$ cat config.mk
export PLATFORM = sky130hd
export DESIGN_NAME = adder_selftest
export DESIGN_NICKNAME = d
export VERILOG_FILES = /design/src/rtl/adder_selftest_pkg.sv /design/src/rtl/selftest_seq.sv /design/src/rtl/selftest_vecgen.sv /design/src/rtl/selftest_check.sv /design/src/rtl/selftest_status.sv /design/src/rtl/adder_selftest.sv
export SDC_FILE = /design/constraint.sdc
export NUM_CORES = 1
export LEC_CHECK = 0
export BUFFER_PORTS_ARGS = -buffer_cell sky130_fd_sc_hd__buf_4
export CAP_MARGIN = 20
export CORE_MARGIN = 5
export CORE_UTILIZATION = 39
export DETAILED_ROUTE_END_ITERATION = 10
export PLACE_DENSITY = 0.87
export SYNTH_ARGS = -nofsm -noshare
export SYNTH_HDL_FRONTEND = slang
export SYNTH_SLANG_ARGS = --single-unit
$ cat constraint.sdc
create_clock -name clk -period 2.5 [get_ports clk]
set_input_delay 0.5 -clock clk [delete_from_list [all_inputs] [get_ports clk]]
set_output_delay 0.5 -clock clk [all_outputs]
set_load 0.02 [all_outputs]
$ cat src/rtl/adder_selftest_pkg.sv
package adder_selftest_pkg;
  localparam int unsigned NUM_VEC = 10;
  localparam int unsigned IDX_W   = 4;

  typedef enum logic [1:0] {
    ST_IDLE  = 2'd0,
    ST_RUN   = 2'd1,
    ST_DRAIN = 2'd2
  } seq_state_e;
endpackage

$ cat src/rtl/selftest_seq.sv
module selftest_seq
  import adder_selftest_pkg::*;
(
  input  logic             clk,
  input  logic             rst,
  input  logic             start,
  output logic [IDX_W-1:0] idx,
  output logic             issue,
  output logic             launch,
  output logic             finish,
  output logic             busy
);
  localparam logic [IDX_W-1:0] LAST_IDX = IDX_W'(NUM_VEC);

  seq_state_e state_q;

  // a start is honoured only from idle
  assign launch = (state_q == ST_IDLE) && start;
  assign issue  = (state_q == ST_RUN);
  assign finish = (state_q == ST_DRAIN);
  assign busy   = (state_q != ST_IDLE);

  always_ff @(posedge clk) begin
    if (rst) begin
      state_q <= ST_IDLE;
      idx     <= '0;
    end else begin
      unique case (state_q)
        ST_IDLE: begin
          if (start) begin
            state_q <= ST_RUN;
            idx     <= IDX_W'(1);
          end
        end
        ST_RUN: begin
          if (idx == LAST_IDX) begin
            state_q <= ST_DRAIN;
            idx     <= '0;
          end else begin
            idx <= idx + IDX_W'(1);
          end
        end
        ST_DRAIN: state_q <= ST_IDLE;
        default:  state_q <= ST_IDLE;
      endcase
    end
  end
endmodule

$ cat src/rtl/selftest_vecgen.sv
module selftest_vecgen
  import adder_selftest_pkg::*;
#(
  parameter int unsigned W = 32
) (
  input  logic [IDX_W-1:0] idx,
  input  logic             active,
  output logic [W-1:0]     vec_a,
  output logic [W-1:0]     vec_b,
  output logic             vec_cin
);
  // pattern with bit 0 set and alternating upward: ...0101
  function automatic logic [W-1:0] odd_pattern();
    logic [W-1:0] p;
    for (int i = 0; i < int'(W); i++) p[i] = (i % 2 == 0);
    return p;
  endfunction

  localparam logic [W-1:0] ZEROS = '0;
  localparam logic [W-1:0] ONES  = '1;
  localparam logic [W-1:0] PAT_P = odd_pattern();
  localparam logic [W-1:0] PAT_Q = ~odd_pattern();

  always_comb begin
    vec_a   = ZEROS;
    vec_b   = ZEROS;
    vec_cin = 1'b0;
    if (active) begin
      unique case (idx)
        4'd1:  begin vec_a = ZEROS; vec_b = ZEROS; vec_cin = 1'b0; end
        4'd2:  begin vec_a = ZEROS; vec_b = ONES;  vec_cin = 1'b0; end
        4'd3:  begin vec_a = ONES;  vec_b = ZEROS; vec_cin = 1'b0; end
        4'd4:  begin vec_a = ONES;  vec_b = ZEROS; vec_cin = 1'b1; end
        4'd5:  begin vec_a = ZEROS; vec_b = ONES;  vec_cin = 1'b1; end
        4'd6:  begin vec_a = ONES;  vec_b = ONES;  vec_cin = 1'b1; end
        4'd7:  begin vec_a = PAT_P; vec_b = PAT_P; vec_cin = 1'b0; end
        4'd8:  begin vec_a = PAT_Q; vec_b = PAT_Q; vec_cin = 1'b1; end
        4'd9:  begin vec_a = PAT_Q; vec_b = PAT_Q; vec_cin = 1'b0; end
        4'd10: begin vec_a = PAT_P; vec_b = PAT_P; vec_cin = 1'b1; end
        default: begin vec_a = ZEROS; vec_b = ZEROS; vec_cin = 1'b0; end
      endcase
    end
  end
endmodule

$ cat src/rtl/selftest_check.sv
module selftest_check
  import adder_selftest_pkg::*;
#(
  parameter int unsigned W = 32
) (
  input  logic             clk,
  input  logic             rst,
  input  logic             issue,
  input  logic [IDX_W-1:0] idx,
  input  logic [W-1:0]     vec_a,
  input  logic [W-1:0]     vec_b,
  input  logic             vec_cin,
  input  logic [W-1:0]     obs_sum,
  input  logic             obs_cout,
  output logic             chk_valid,
  output logic [IDX_W-1:0] chk_idx,
  output logic             chk_miss
);
  function automatic logic [W:0] ref_add(input logic [W-1:0] a,
                                         input logic [W-1:0] b,
                                         input logic         c);
    return {1'b0, a} + {1'b0, b} + {{W{1'b0}}, c};
  endfunction

  logic [W:0] ref_result;
  logic       miss_now;

  assign ref_result = ref_add(vec_a, vec_b, vec_cin);
  assign miss_now   = (ref_result != {obs_cout, obs_sum});

  always_ff @(posedge clk) begin
    if (rst) begin
      chk_valid <= 1'b0;
      chk_idx   <= '0;
      chk_miss  <= 1'b0;
    end else begin
      chk_valid <= issue;
      chk_idx   <= idx;
      chk_miss  <= issue && miss_now;
    end
  end
endmodule

$ cat src/rtl/selftest_status.sv
module selftest_status
  import adder_selftest_pkg::*;
(
  input  logic             clk,
  input  logic             rst,
  input  logic             clear,
  input  logic             finish,
  input  logic             chk_valid,
  input  logic [IDX_W-1:0] chk_idx,
  input  logic             chk_miss,
  output logic [IDX_W-1:0] fail_count,
  output logic [IDX_W-1:0] first_fail,
  output logic             done
);
  logic count_evt;
  assign count_evt = chk_valid && chk_miss;

  always_ff @(posedge clk) begin
    if (rst) begin
      fail_count <= '0;
      first_fail <= '0;
      done       <= 1'b0;
    end else if (clear) begin
      fail_count <= '0;
      first_fail <= '0;
      done       <= 1'b0;
    end else begin
      if (count_evt) begin
        if (fail_count == '0) first_fail <= chk_idx;
        fail_count <= fail_count + IDX_W'(1);
      end
      if (finish) done <= 1'b1;
    end
  end
endmodule

$ cat src/rtl/adder_selftest.sv
module adder_selftest
  import adder_selftest_pkg::*;
#(
  parameter int unsigned W = 32
) (
  input  logic         clk,
  input  logic         rst,
  input  logic         start,
  input  logic [W-1:0] obs_sum,
  input  logic         obs_cout,
  output logic [W-1:0] tst_a,
  output logic [W-1:0] tst_b,
  output logic         tst_cin,
  output logic [3:0]   vec_idx,
  output logic         busy,
  output logic         done,
  output logic         pass,
  output logic         fail,
  output logic [3:0]   fail_count,
  output logic [3:0]   first_fail
);
  // internal events, named for the checker
  logic             ev_issue;
  logic             ev_launch;
  logic             ev_finish;
  logic             ev_chk_valid;
  logic             ev_chk_miss;
  logic [IDX_W-1:0] ev_chk_idx;
  logic [IDX_W-1:0] seq_idx;

  selftest_seq u_seq (
    .clk    (clk),
    .rst    (rst),
    .start  (start),
    .idx    (seq_idx),
    .issue  (ev_issue),
    .launch (ev_launch),
    .finish (ev_finish),
    .busy   (busy)
  );

  selftest_vecgen #(.W(W)) u_vecgen (
    .idx     (seq_idx),
    .active  (ev_issue),
    .vec_a   (tst_a),
    .vec_b   (tst_b),
    .vec_cin (tst_cin)
  );

  selftest_check #(.W(W)) u_check (
    .clk       (clk),
    .rst       (rst),
    .issue     (ev_issue),
    .idx       (seq_idx),
    .vec_a     (tst_a),
    .vec_b     (tst_b),
    .vec_cin   (tst_cin),
    .obs_sum   (obs_sum),
    .obs_cout  (obs_cout),
    .chk_valid (ev_chk_valid),
    .chk_idx   (ev_chk_idx),
    .chk_miss  (ev_chk_miss)
  );

  selftest_status u_status (
    .clk        (clk),
    .rst        (rst),
    .clear      (ev_launch),
    .finish     (ev_finish),
    .chk_valid  (ev_chk_valid),
    .chk_idx    (ev_chk_idx),
    .chk_miss   (ev_chk_miss),
    .fail_count (fail_count),
    .first_fail (first_fail),
    .done       (done)
  );

  assign vec_idx = seq_idx;
  assign fail    = (fail_count != '0);
  assign pass    = done && (fail_count == '0);
endmodule

# == Word-level counts from Yosys, hierarchy flattened ==
# Memory sizes are Yosys's and may differ from the RTL's. A register that Yosys moved wholly into a read port is not among the register bits.
# Cells that the tools add are included.
# totals
regBits,21
latch_bits,0
ram_bits,0
rom_bits,1040
output_inout_bits,81
word_cells,43
n_memories,1
# mem_list
memory,words,width,rd,rd_clocked_by_memory_dff,write_ports,line_no,text
(no name shown),16,65,1,1,0,selftest_vecgen.sv:29,unique case (idx)
# classes
add_sub_neg,4
n_mul,0
div_mod_pow,0
magnitude_cmp,0
n_eq_ne,6
shift,0
mux,11
bitwise_logic,0
n_reduce_logical,13
# ops
cell,count
2-to-1 mux 32 bit,2
adder 32 x 32 -> 33 bit,1
adder 33 x 1 -> 33 bit,1
inequality test 33 bit,1
2-to-1 mux 4 bit,4
adder 4 x 1 -> 4 bit (second input constant),2
one-hot mux 4 bit (2 select lines),1
AND reduction 2 bit,3
equality test 4 bit (second input constant),1
logical AND 1 bit,4
zero test 4 bit,1
2-to-1 mux 2 bit,2
inequality test 2 bit (second input constant),2
one-hot mux 2 bit (2 select lines),1
nonzero test 2 bit,2
nonzero test 4 bit,1
equality test 2 x 1 -> 1 bit (second input constant),1
equality test 2 bit (second input constant),1
zero test 2 bit,1
OR reduction 2 bit,1
2-to-1 mux 1 bit,1

# == Longest topological paths before layout ==
# depth
word_depth,6
depth_mapped,9

# == Hierarchy ==
# From an unflattened synthesis, not the netlist that was laid out.
# unflattened
cells_unflattened,536
hier_area_um2,3958.8
# by_module_without_submodules
module,n_inst,cells_per_inst,area_per_inst_um2,seq_area_each_um2
selftest_check,1,369,2622.5,120.1
selftest_vecgen,1,86,634.4,0.0
selftest_status,1,45,389.1,180.2
selftest_seq,1,33,291.5,120.1
adder_selftest,1,3,21.3,0.0

# == Least setup slack after synthesis ==
# OpenSTA, ideal clock, no wires.
# synth_timing
kind,reg-to-reg
startpoint,reg u_seq.state_q[1]
endpoint,reg u_check.chk_miss
setup_ps,115
arrival_time_ps,2694
required_ps,2385
setup_slack_ps,-309
path_stages_with_launch,10
path_buffers,0
period_less_slack_ps,2809
path_cell_list,dfxtp_1 > and2b_2 > and2_1 > fa_1 > fa_1 > a21o_1 > a21oi_1 > xor2_1 > nand3_1 > o21a_1
# synth_via
elab_chain_cells,6
# synth_lines
item,line_no,text
from (decl),selftest_seq.sv:15,seq_state_e state_q;
from (signal assigned),selftest_seq.sv:25,state_q <= ST_IDLE;
from (signal assigned),selftest_seq.sv:31,state_q <= ST_RUN;
from (signal assigned),selftest_seq.sv:37,state_q <= ST_DRAIN;
equality test 2 x 1 -> 1 bit,selftest_seq.sv:19,assign issue = (state_q == ST_RUN);
2-to-1 mux 32 bit,selftest_vecgen.sv:28,if (active) begin
via tst_a[0],adder_selftest.sv:11,"output logic [W-1:0] tst_a,"
adder 32 x 32 -> 33 bit,selftest_check.sv:22,"return {1'b0, a} + {1'b0, b} + {{W{1'b0}}, c};"
adder 33 x 1 -> 33 bit,selftest_check.sv:22,
inequality test 33 bit,selftest_check.sv:29,"assign miss_now = (ref_result != {obs_cout, obs_sum});"
logical AND 1 bit,selftest_check.sv:39,chk_miss <= issue && miss_now;
to (signal assigned),selftest_check.sv:39,
to (decl),selftest_check.sv:17,output logic chk_miss
# The timed path passes the listed nets, and every way through them passes these cells.
# A chain may end at the register's enable or synchronous reset.

# == Worst setup path in the final report ==
# layout_timing
startpoint,reg u_seq.state_q[1]
endpoint,reg u_check.chk_miss
# layout_via
elab_chain_cells,6
# layout_lines
item,line_no
equality test 2 x 1 -> 1 bit (*),selftest_seq.sv:19
2-to-1 mux 32 bit,selftest_vecgen.sv:28
adder 32 x 32 -> 33 bit,selftest_check.sv:22
adder 33 x 1 -> 33 bit,selftest_check.sv:22
inequality test 33 bit,selftest_check.sv:29
logical AND 1 bit (*),selftest_check.sv:39
# Mark *: on every way between the ends. The rest lies on a longest branch, timed or not.

==> reports/results.txt <==
Crit-path slowest cell - fa_2
Most common cell after layout, fill and taps aside - buf_4
DR pass1 iterations - 4
Placed wire-length estimate - 3960 um
Final WL - 4770 um
Leak - 1.29 nW
DRC - 0
Crit path max fanout - 6
Nets - 339
Post-synthesis cell area - 1900 um2
Initial antenna violation count - 0
Fmax - 415 MHz
Max_slew headroom - 74.0%
Clock Skew - 0.00437 ns
Yosys cell types - 40
Wirelength per Cell - 13.3 um
Multi-input gate area - 891 um2
DIE AREA - 6360 um2
Largest stage delay, worst path - 0.41 ns
Crit-path cells - and2b_2 -> and2_4 -> fa_2 -> fa_2 -> o21a_1 -> o21ai_0 -> a21oi_1 -> a31oi_1 -> o21a_1
Core area - 4720 um2
Crit path launch type - flop
Cells after Synth - 224
Die height - 79.8 um
Worst Setup Path Type - flop to flop
Clock Latency Late Sink - 0.27 ns
CTS tree - built
CTS sink count - 26
Clock transition at path regs - 0.09 ns
R2r endpoint - u_check.chk_miss$_SDFF_PP0_
Pin count of the biggest net entering global routing - 18
Status - complete, no violations
Syn_area_per_cell - 8.47 um2
Layout cells sized above 1 - 48.6%
Tot Pwr - 991 uW
Cell row count - 25
Antenna Cells - 0
Post-CTS Hold Buffers - 0
Area growth from synthesis to layout - 34.4%
Worst EP required - 2.72 ns
FFs w/ async S/R, synth - 0%
Most frequent cells in the layout - 126 x buf_4, 25 x dfxtp_1, 15 x nor2_1
Fill cells - 422
Reg-to-Reg Start - u_seq.state_q[1]$_SDFFE_PP0P_
Final non-filler cell area - 2550 um2
GP Congestion - 0.821
Top_reg_cell synth - dfxtp_1
Register area share after synthesis - 27.4%
Vias in the first global route - 1578
DR iter-0 viols - 56
CTS buffer count - 3
VDD IR max - 0.205 mV
Die outline width - 79.8 um
Crit path capture - u_check.chk_miss$_SDFF_PP0_
R2R setup slack - 0.09 ns
Worst EP arrival - 2.63 ns
Worst setup EP type - flop
Final ANT Viol Nets - 0
Final global-route overflow total - 0
H-tree levels - 1
Global-route wire length before repair - 7240 um
Max cap viols - 0
Endpoints failing setup - 0
Number of flops mapped to enable cells by yosys - 0
Syn_nets - 270
GR Util All Layers - 14.0%
Post-route clock period utilization - 96.4%
Hold Slack - 0.479 ns
Hold Violations, Final - 0
Seq cells post-synth - 26
# IOs - 117
IO Port Bufs - 116
# resized after CTS - 0
Reg2Reg Depth - 9
Clk buf depth - 2
Root buf cell - clkbuf_8
Yosys warns - 0
Via count - 1678
Register area - 522 um2
Vias/cell - 4.67
Slew @ Worst Pin - 0.386 ns
HP Class - flop to flop
Post-layout minimum cycle time - 2.41 ns
CP startpoint - u_seq.state_q[1]$_SDFFE_PP0P_
Postcts setup bufs - 0
Initial Util - 40.2%
Pwr/cell area - 388 nW/um2
Pins Over Slew Limit - 0
Placed instance area - 2470 um2
[cell families after synthesis]
group	count (synthesis)	share of synthesized area, %
XOR/XNOR	8	3.69
AO/OA/AOI/OAI	28	10.1
adder cells (fa/ha/maj)	10	7.38
AND/OR/NAND/NOR	72	20.8
flip-flops	26	27.4
multiplexers	8	4.22
buffers and inverters	72	26.4
[power breakdown]
part / leakage [nW] / internal [mW] / switching, mW / total (mW)
sequential: 0.211 / 0.426 / 0.00997 / 0.436
clock: 0.0357 / 0.214 / 0.128 / 0.342
combinational: 1.04 / 0.104 / 0.109 / 0.212
[synthesized netlist by cell type (5+ instances only)]
| cell type | number | area share [%] |
|---|---|---|
| buf_4 | 61 | 24 |
| dfxtp_1 | 26 | 27 |
| nor2_1 | 15 | 3.0 |
| inv_1 | 10 | 2.0 |
| nand3_1 | 10 | 2.6 |
| ha_1 | 8 | 5.3 |
| mux2i_1 | 8 | 4.2 |
| nand2_1 | 8 | 1.6 |
| nand4_1 | 8 | 2.6 |
| nor4_1 | 7 | 2.3 |
| and2_1 | 6 | 2.0 |
| a21oi_1 | 5 | 1.3 |
| o21ai_0 | 5 | 1.3 |
[routing by layer]
| layer | track usage, % | vias to the layer above | part of all wire (%) | routed length, um |
|---|---|---|---|---|
| met3 | 3.61 | 4 | 7.9 | 379 |
| met2 | 27.2 | 58 | 53 | 2510 |
| met4 | 2.53 | 0 | 0.55 | 26 |
| li1 | - | 848 | - | - |
| met5 | 0 | - | 0 | 0 |
| met1 | 15.2 | 768 | 39 | 1850 |
[critical path, delay by kind of cell, from the launching register on]
kind                       cells  cell delay [ns]
and+or+nand+nor                2             0.41
AOI/OAI and AO/OA              5             0.81
adders and majority gates      2             0.81
DFF                            1             0.33
[cell type report]
cell class                 instances  share of cell area [%]
sequential                        26                    20.5
timing repair buffer             126                    37.1
multi-input combinational        126                    34.9
tap                               67                    3.29
clock inverter                     1                    1.18
clock buffer                       3                    1.62
inverter                          10                    1.47
[stage by stage]
| step | cells | setup slack, ns | utilization, % | TNS [ns] |
|---|---|---|---|---|
| after global routing | 359 | -0.000246 | 54.0 | -0.000246 |
| after floorplan | 224 | 0.0186 | - | 0 |
| after detailed placement | 355 | 0.0674 | 52.4 | 0 |
| after global placement | 355 | 0.124 | 52.4 | 0 |
| after CTS | 359 | 0.0497 | 53.9 | 0 |
| final | 359 | 0.0909 | 54.0 | 0 |
[worst min path at each step]
stage | start | end | slack (ns) | cells after the start
finish | u_check.chk_idx[1]$_SDFF_PP0_ | u_status.first_fail[1]$_SDFFE_PP0P_ | 0.48 | 2
global route | rst | u_check.chk_idx[0]$_SDFF_PP0_ | 0.49 | 2
CTS | u_check.chk_idx[2]$_SDFF_PP0_ | u_status.first_fail[2]$_SDFFE_PP0P_ | 0.48 | 2
detailed placement | u_check.chk_idx[1]$_SDFF_PP0_ | u_status.first_fail[1]$_SDFFE_PP0P_ | 0.45 | 2
global placement | u_check.chk_idx[2]$_SDFF_PP0_ | u_status.first_fail[2]$_SDFFE_PP0P_ | 0.45 | 2
floorplan | u_check.chk_idx[0]$_SDFF_PP0_ | u_status.first_fail[0]$_SDFFE_PP0P_ | 0.44 | 2
Power figures use the tool's default switching activity.
